`config.mk`:
```
export PLATFORM = sky130hd
export DESIGN_NAME = evword_builder
export DESIGN_NICKNAME = d
export VERILOG_FILES = /design/src/rtl/evword_pkg.sv /design/src/rtl/evword_control.sv /design/src/rtl/evword_datapath.sv /design/src/rtl/evword_builder.sv
export SDC_FILE = /design/constraint.sdc
export NUM_CORES = 1
export LEC_CHECK = 0
export CAP_MARGIN = 20
export CORE_MARGIN = 2
export CORE_UTILIZATION = 50
export DETAILED_ROUTE_END_ITERATION = 6
export PLACE_DENSITY_LB_ADDON = 0.12
export SYNTH_ARGS = -nofsm -noshare
export SYNTH_HDL_FRONTEND = slang
export SYNTH_SLANG_ARGS = --single-unit
```
`constraint.sdc`:
```
create_clock -name clk -period 4.2 [get_ports clk]
set_input_delay 0.84 -clock clk [delete_from_list [all_inputs] [get_ports clk]]
set_output_delay 0.84 -clock clk [all_outputs]
set_load 0.02 [all_outputs]
```
`src/rtl/evword_pkg.sv`:
```
package evword_pkg;
  localparam int ITEM_W  = 6;
  localparam int GROUP_W = 8;
  localparam int VAL_W   = 13;
  localparam int PAY_W   = 16;
  localparam int QUAL_W  = 2;
  localparam int WORD_W  = QUAL_W + ITEM_W + GROUP_W + PAY_W;

  localparam logic [QUAL_W-1:0] QUAL_SHIELD = 2'b11;
  localparam logic [QUAL_W-1:0] QUAL_ZERO   = 2'b00;

  // Per-channel item kinds, in slot order inside a channel's group of four.
  typedef enum logic [1:0] {
    KIND_WIDE_E   = 2'd0,
    KIND_NARROW_E = 2'd1,
    KIND_CROSS_T  = 2'd2,
    KIND_FAST_T   = 2'd3
  } itemKind_e;

  // Strobes from the sequencer to the datapath.
  typedef struct packed {
    logic              capture;
    logic              emit;
    logic [ITEM_W-1:0] item;
  } ctrlStrobe_t;
endpackage

```
`src/rtl/evword_control.sv`:
```
module evword_control
  import evword_pkg::*;
#(
  parameter int NUM_ITEMS = 23
) (
  input  logic                 clk,
  input  logic                 rstN,
  input  logic                 evtValid,
  input  logic [NUM_ITEMS-1:0] rdEnable,
  input  logic                 fifoFull,
  input  logic                 fifoFlush,
  output ctrlStrobe_t          strobe,
  output logic                 busy,
  output logic                 overflowErr
);
  localparam int IDX_W = $clog2(NUM_ITEMS);
  localparam logic [ITEM_W-1:0] LAST_ITEM = ITEM_W'(NUM_ITEMS - 1);

  logic [ITEM_W-1:0] itemCnt;
  logic              itemEn;
  logic              dropNow;

  assign itemEn  = rdEnable[IDX_W'(itemCnt)];
  assign dropNow = busy && itemEn && fifoFull;

  always_comb begin
    strobe.capture = !busy && evtValid;
    strobe.emit    = busy && itemEn && !fifoFull;
    strobe.item    = itemCnt;
  end

  always_ff @(posedge clk or negedge rstN) begin
    if (!rstN) begin
      busy    <= 1'b0;
      itemCnt <= '0;
    end else if (!busy) begin
      if (evtValid) begin
        busy    <= 1'b1;
        itemCnt <= '0;
      end
    end else begin
      if (itemCnt == LAST_ITEM) busy <= 1'b0;
      itemCnt <= itemCnt + 1'b1;
    end
  end

  always_ff @(posedge clk or negedge rstN) begin
    if (!rstN)          overflowErr <= 1'b0;
    else if (fifoFlush) overflowErr <= 1'b0;
    else if (dropNow)   overflowErr <= 1'b1;
  end
endmodule

```
`src/rtl/evword_datapath.sv`:
```
module evword_datapath
  import evword_pkg::*;
#(
  parameter int NUM_DET    = 5,
  parameter int NUM_SHIELD = 8
) (
  input  logic                            clk,
  input  logic                            rstN,
  input  ctrlStrobe_t                     strobe,
  input  logic [NUM_SHIELD-1:0]           shieldHit,
  input  logic [NUM_DET-1:0]              detHit,
  input  logic [NUM_DET-1:0][VAL_W-1:0]   detWideE,
  input  logic [NUM_DET-1:0][VAL_W-1:0]   detNarrowE,
  input  logic [NUM_DET-1:0][VAL_W-1:0]   detCrossT,
  input  logic [NUM_DET-1:0][VAL_W-1:0]   detFastT,
  input  logic [VAL_W-1:0]                shieldE,
  input  logic [VAL_W-1:0]                shieldT,
  input  logic [NUM_DET-1:0]              detVeto,
  input  logic [NUM_DET-1:0]              detPrePile,
  input  logic [NUM_DET-1:0]              detPostPile,
  input  logic [GROUP_W-1:0]              groupId,
  output logic                            fifoWrEn,
  output logic [WORD_W-1:0]               fifoWrData
);
  localparam int CH_W        = $clog2(NUM_DET);
  localparam int SHIELD_E_IT = 1 + 4 * NUM_DET;

  // Snapshot taken on the accepting edge.
  logic [NUM_SHIELD-1:0]         capShieldHit;
  logic [NUM_DET-1:0]            capDetHit;
  logic [NUM_DET-1:0][VAL_W-1:0] capWideE, capNarrowE, capCrossT, capFastT;
  logic [VAL_W-1:0]              capShieldE, capShieldT;
  logic [NUM_DET-1:0]            capVeto, capPre, capPost;

  always_ff @(posedge clk or negedge rstN) begin
    if (!rstN) begin
      capShieldHit <= '0; capDetHit <= '0;
      capWideE <= '0; capNarrowE <= '0; capCrossT <= '0; capFastT <= '0;
      capShieldE <= '0; capShieldT <= '0;
      capVeto <= '0; capPre <= '0; capPost <= '0;
    end else if (strobe.capture) begin
      capShieldHit <= shieldHit; capDetHit <= detHit;
      capWideE <= detWideE; capNarrowE <= detNarrowE;
      capCrossT <= detCrossT; capFastT <= detFastT;
      capShieldE <= shieldE; capShieldT <= shieldT;
      capVeto <= detVeto; capPre <= detPrePile; capPost <= detPostPile;
    end
  end

  // Per-channel qualifier encoders.
  logic [NUM_DET-1:0][QUAL_W-1:0] energyQual, crossQual;
  for (genvar c = 0; c < NUM_DET; c++) begin : g_qual
    assign energyQual[c] = {capPre[c] | capPost[c], capVeto[c]};
    assign crossQual[c]  = {capPre[c], capPost[c]};
  end

  // Word selection for the current item.
  logic [ITEM_W-1:0] rel;
  logic [CH_W-1:0]   chIdx;
  itemKind_e         kind;
  logic [QUAL_W-1:0] qual;
  logic [PAY_W-1:0]  payload;

  always_comb begin
    rel     = strobe.item - 1'b1;
    chIdx   = CH_W'(rel >> 2);
    kind    = itemKind_e'(rel[1:0]);
    qual    = QUAL_ZERO;
    payload = '0;
    if (strobe.item == '0) begin
      payload = PAY_W'({capDetHit, capShieldHit});
    end else if (int'(strobe.item) < SHIELD_E_IT) begin
      unique case (kind)
        KIND_WIDE_E:   begin payload = PAY_W'(capWideE[chIdx]);   qual = energyQual[chIdx]; end
        KIND_NARROW_E: begin payload = PAY_W'(capNarrowE[chIdx]); qual = energyQual[chIdx]; end
        KIND_CROSS_T:  begin payload = PAY_W'(capCrossT[chIdx]);  qual = crossQual[chIdx];  end
        KIND_FAST_T:   begin payload = PAY_W'(capFastT[chIdx]);   qual = QUAL_ZERO;         end
        default:       begin payload = '0;                        qual = QUAL_ZERO;         end
      endcase
    end else if (int'(strobe.item) == SHIELD_E_IT) begin
      payload = PAY_W'(capShieldE);
      qual    = QUAL_SHIELD;
    end else begin
      payload = PAY_W'(capShieldT);
      qual    = QUAL_SHIELD;
    end
  end

  always_ff @(posedge clk or negedge rstN) begin
    if (!rstN) begin
      fifoWrEn   <= 1'b0;
      fifoWrData <= '0;
    end else begin
      fifoWrEn <= strobe.emit;
      if (strobe.emit) fifoWrData <= {qual, strobe.item, groupId, payload};
    end
  end
endmodule

```
`src/rtl/evword_builder.sv`:
```
module evword_builder
  import evword_pkg::*;
#(
  parameter int NUM_DET    = 5,
  parameter int NUM_SHIELD = 8
) (
  input  logic                                      clk,
  input  logic                                      rstN,
  input  logic                                      evtValid,
  input  logic [NUM_SHIELD-1:0]                     shieldHit,
  input  logic [NUM_DET-1:0]                        detHit,
  input  logic [NUM_DET-1:0][evword_pkg::VAL_W-1:0] detWideE,
  input  logic [NUM_DET-1:0][evword_pkg::VAL_W-1:0] detNarrowE,
  input  logic [NUM_DET-1:0][evword_pkg::VAL_W-1:0] detCrossT,
  input  logic [NUM_DET-1:0][evword_pkg::VAL_W-1:0] detFastT,
  input  logic [evword_pkg::VAL_W-1:0]              shieldE,
  input  logic [evword_pkg::VAL_W-1:0]              shieldT,
  input  logic [NUM_DET-1:0]                        detVeto,
  input  logic [NUM_DET-1:0]                        detPrePile,
  input  logic [NUM_DET-1:0]                        detPostPile,
  input  logic [evword_pkg::GROUP_W-1:0]            groupId,
  input  logic [3+4*NUM_DET-1:0]                    rdEnable,
  input  logic                                      fifoFlush,
  input  logic                                      fifoFull,
  output logic                                      busy,
  output logic                                      overflowErr,
  output logic                                      fifoWrEn,
  output logic [evword_pkg::WORD_W-1:0]             fifoWrData
);
  localparam int NUM_ITEMS = 3 + 4 * NUM_DET;

  ctrlStrobe_t strobe;

  evword_control #(.NUM_ITEMS(NUM_ITEMS)) i_control (
    .clk(clk), .rstN(rstN), .evtValid(evtValid), .rdEnable(rdEnable),
    .fifoFull(fifoFull), .fifoFlush(fifoFlush), .strobe(strobe),
    .busy(busy), .overflowErr(overflowErr)
  );

  evword_datapath #(.NUM_DET(NUM_DET), .NUM_SHIELD(NUM_SHIELD)) i_datapath (
    .clk(clk), .rstN(rstN), .strobe(strobe),
    .shieldHit(shieldHit), .detHit(detHit),
    .detWideE(detWideE), .detNarrowE(detNarrowE),
    .detCrossT(detCrossT), .detFastT(detFastT),
    .shieldE(shieldE), .shieldT(shieldT),
    .detVeto(detVeto), .detPrePile(detPrePile), .detPostPile(detPostPile),
    .groupId(groupId), .fifoWrEn(fifoWrEn), .fifoWrData(fifoWrData)
  );
endmodule

```
==> results.cfg <==
[synthesis]
yosysSeqAreaShare = 0.5381
synth_edf_count = 0
synth_area_leaders = dfrtp_1 54%, nand2_1 24%, mux4_2 2.5%
syn_area_per_cell_um2 = 8.624
synth_area_um2 = 16370
syn_inst = 1898
post-synth-top-area-cell = dfrtp_1
ys_warn_count = 0
synth_cell_types = 58
synth_flop_cell = dfrtp_1
ys_seq_elements = 352
synthArstFlopShare = 1.000
synth_top_area_frac = 0.5381

[cells_and_area]
nNetsFinal = 2586
layout-drive-gt1-share = 0.07887
area_growth_pct = 34.18
n_fill_cell = 2625

[detailed_routing]
via_count = 14910
totalWireLength_mm = 53.80
drt_iter0_markers = 1435
ant_nets = 0
firstDrtPassIters = 7
drc = 0
viasPerCell = 5.520
drt-wirelength-per-cell_um = 19.91

[run_status]
outcome = finished, final reports clean

[clock_network]
ctsResizeCount = 0
clock_path_buffers = 3
cts_root_buf = clkbuf_16
post_cts_buffers = 0
clock_sinks = 352
hold_buffers = 0
clock_latency_ns = 0.53
cts_tree = yes
numCtsBuffers = 38
clkSlewWorstSetupHoldPaths_ns = 0.06
cts-htree-levels = 2

[setup_path]
cp-end-kind = register
reg2reg_depth = 8
r2r_start = i_control.itemCnt[1]
timing.rr.end = i_datapath.fifoWrData[4]
cp_max_fo = 16
arrival_ns = 3.87
path_class = reg2reg
regToRegSetupSlack_ns = 0.76
worstPathRequired_ns = 4.63
start_kind = register

[sta]
tightest_slew_ns = 1.029
setup_ws_ns = 0.7597
final_hold_viol_count = 0
fmax_mhz = 290.7
rsz0062_at_grt = false
period_share = 0.8191
report.final.slew_viol_count = 0
setup_viol = 0
fin_skew_ns = 0.01953
finalCriticalPeriod_ns = 3.440
final.setup.tns_ns = 0
slew_headroom = 0.3117

[floorplan]
die_x_um = 184.9
initial_core_util = 0.5056
rows = 66
ios = 385
fp.coreArea_um2 = 32370
chipHeight_um = 184.9
die_area_um2 = 34200

[placement]
port_buffers = 381
globalplace.congestion = 0.8826
post-place-ws_ns = 0.6888
post-dp-hpwl_mm = 38.86

[grt]
grtUsageTotal = 0.3134
antenna_found_initial = 3
grt_max_degree = 120
grt_overflow_total = 0
grt_pass1_wl_mm = 81.97
grt_pass1_vias = 14780

[power]
peakVddDrop_v = 0.0003392
power.leakage_nw = 10.52
power.density_nw_per_um2 = 768.3

[run]
max_cap_violations = 0

[hold_path]
hold_class = in2async
-- Yosys cell counts (all sizes together) (4+ instances only) --
cell	count
mux2	31
clkbuf	98
o21ai	12
nand2	1037
buf	34
a222oi	38
nor2b	7
o221ai	13
mux2i	13
inv	7
a22oi	5
nand2b	6
nand3	6
nor3	30
a22o	13
mux4	18
dfrtp	352
or3	14
a31oi	13
a21oi	27
nor2	38
ha	7
a211oi	25
nand4	4
o22ai	12
-- layout by cell type (no fill, tap or decap), types with 6 or more instances in the layout --
cell,netlist,final
mux4_2,18,18
mux2i_1,13,13
o22ai_1,12,12
a211oi_2,7,8
clkbuf_1,98,8
a31oi_1,13,13
nand3_1,6,6
nor3_1,24,24
buf_4,8,30
clkdlybuf4s50_1,0,380
nor3_2,6,6
nor2_1,38,38
o221ai_1,13,13
buf_12,0,10
clkbuf_16,0,38
or3_1,14,14
a22o_1,13,13
o21ai_0,11,11
nand2_1,1037,1037
dfrtp_1,352,352
a21oi_1,27,27
mux2_2,31,31
a211oi_1,18,17
clkbuf_8,0,10
nor2b_1,7,6
a222oi_1,38,38
-- how the worst max path moves through the flow --
stage / start / endpoint / slack [ns] / cells past startpoint
after CTS: i_control.itemCnt[1] / i_datapath.fifoWrData[4] / 0.79 / 8
after floorplan: i_control.itemCnt[0] / i_datapath.fifoWrData[30] / 1.21 / 11
final: i_control.itemCnt[1] / i_datapath.fifoWrData[4] / 0.76 / 8
after detailed placement: rdEnable[6] / i_datapath.fifoWrData[31] / 0.69 / 8
after global routing: i_control.itemCnt[1] / i_datapath.fifoWrData[0] / 0.55 / 8
after global placement: rdEnable[7] / i_datapath.fifoWrData[31] / 0.75 / 8
-- state kept, by name (all words and copies together), names as in the netlist --
name / cells
i_datapath.capFastT: 65
i_datapath.fifoWrEn: 1
i_datapath.capNarrowE: 65
i_control.overflowErr: 1
i_datapath.capCrossT: 65
i_datapath.capShieldT: 13
i_control.itemCnt: 6
i_control.busy: 1
i_datapath.capShieldE: 13
i_datapath.capDetHit: 5
i_datapath.capPre: 5
i_datapath.capWideE: 65
i_datapath.capShieldHit: 8
i_datapath.capPost: 5
i_datapath.capVeto: 5
i_datapath.fifoWrData: 29
-- stage by stage --
| step | instances | utilization | hold WS (ns) | area [um^2] | power, mW |
|---|---|---|---|---|---|
| after global placement | 2630 | 0.6386 | 0.4532 | 20670 | 13.19 |
| after detailed placement | 2631 | 0.6388 | 0.4583 | 20680 | 13.35 |
| after CTS | 2699 | 0.6782 | 0.4399 | 21950 | 16.82 |
| after global routing | 2700 | 0.6783 | 0.4742 | 21960 | 17.83 |
| final | 2702 | 0.6785 | 0.4013 | 21960 | 16.87 |
| after floorplan | 1900 | - | 0.4401 | 16380 | 10.55 |
-- kinds of logic after synthesis --
logic type                 Yosys count  synth area share
xor gates and xnor gates             6          0.003670
DFF                                352            0.5381
muxes                               62           0.05404
adders and majority gates            7          0.005351
buffers and inverters              139           0.03570
AOI/OAI and AO/OA                  178           0.08584
other                                1         0.0002291
and+or+nand+nor                   1153            0.2770
-- per-layer routing --
| metal | track usage | routed length, um | up-vias |
|---|---|---|---|
| li1 | - | - | 6884 |
| met1 | 0.4233 | 21960 | 7176 |
| met2 | 0.5038 | 25030 | 728 |
| met3 | 0.05623 | 4541 | 126 |
| met4 | 0.1270 | 2270 | 0 |
| met5 | 0 | 0 | - |
-- critical path, stage by stage, from the launching register on --
cell      delay, ns
dfrtp_1        0.52
inv_2          0.27
ha_2           0.53
xor2_4         0.59
buf_4          0.38
mux2_2         0.42
o221ai_1       0.23
o22ai_1        0.14
a211oi_1       0.25
-- report_power, final --
group	total (mW)	internal (mW)	switching [mW]
clock network	3.41	2.04	1.38
logic	7.17	3.02	4.15
registers	6.29	5.10	1.19
-- area by class of cell --
class | instances | area [um^2] | area share
tap | 442 | 553.0 | 0.02518
inverter | 7 | 26.28 | 0.001196
timing repair buffer | 421 | 4244 | 0.1932
antenna | 3 | 7.507 | 0.0003418
sequential | 352 | 8808 | 0.4011
clock inverter | 12 | 156.4 | 0.007121
multi-input combinational | 1409 | 7048 | 0.3209
clock buffer | 56 | 1119 | 0.05093
(Power assumes the default switching activity.)
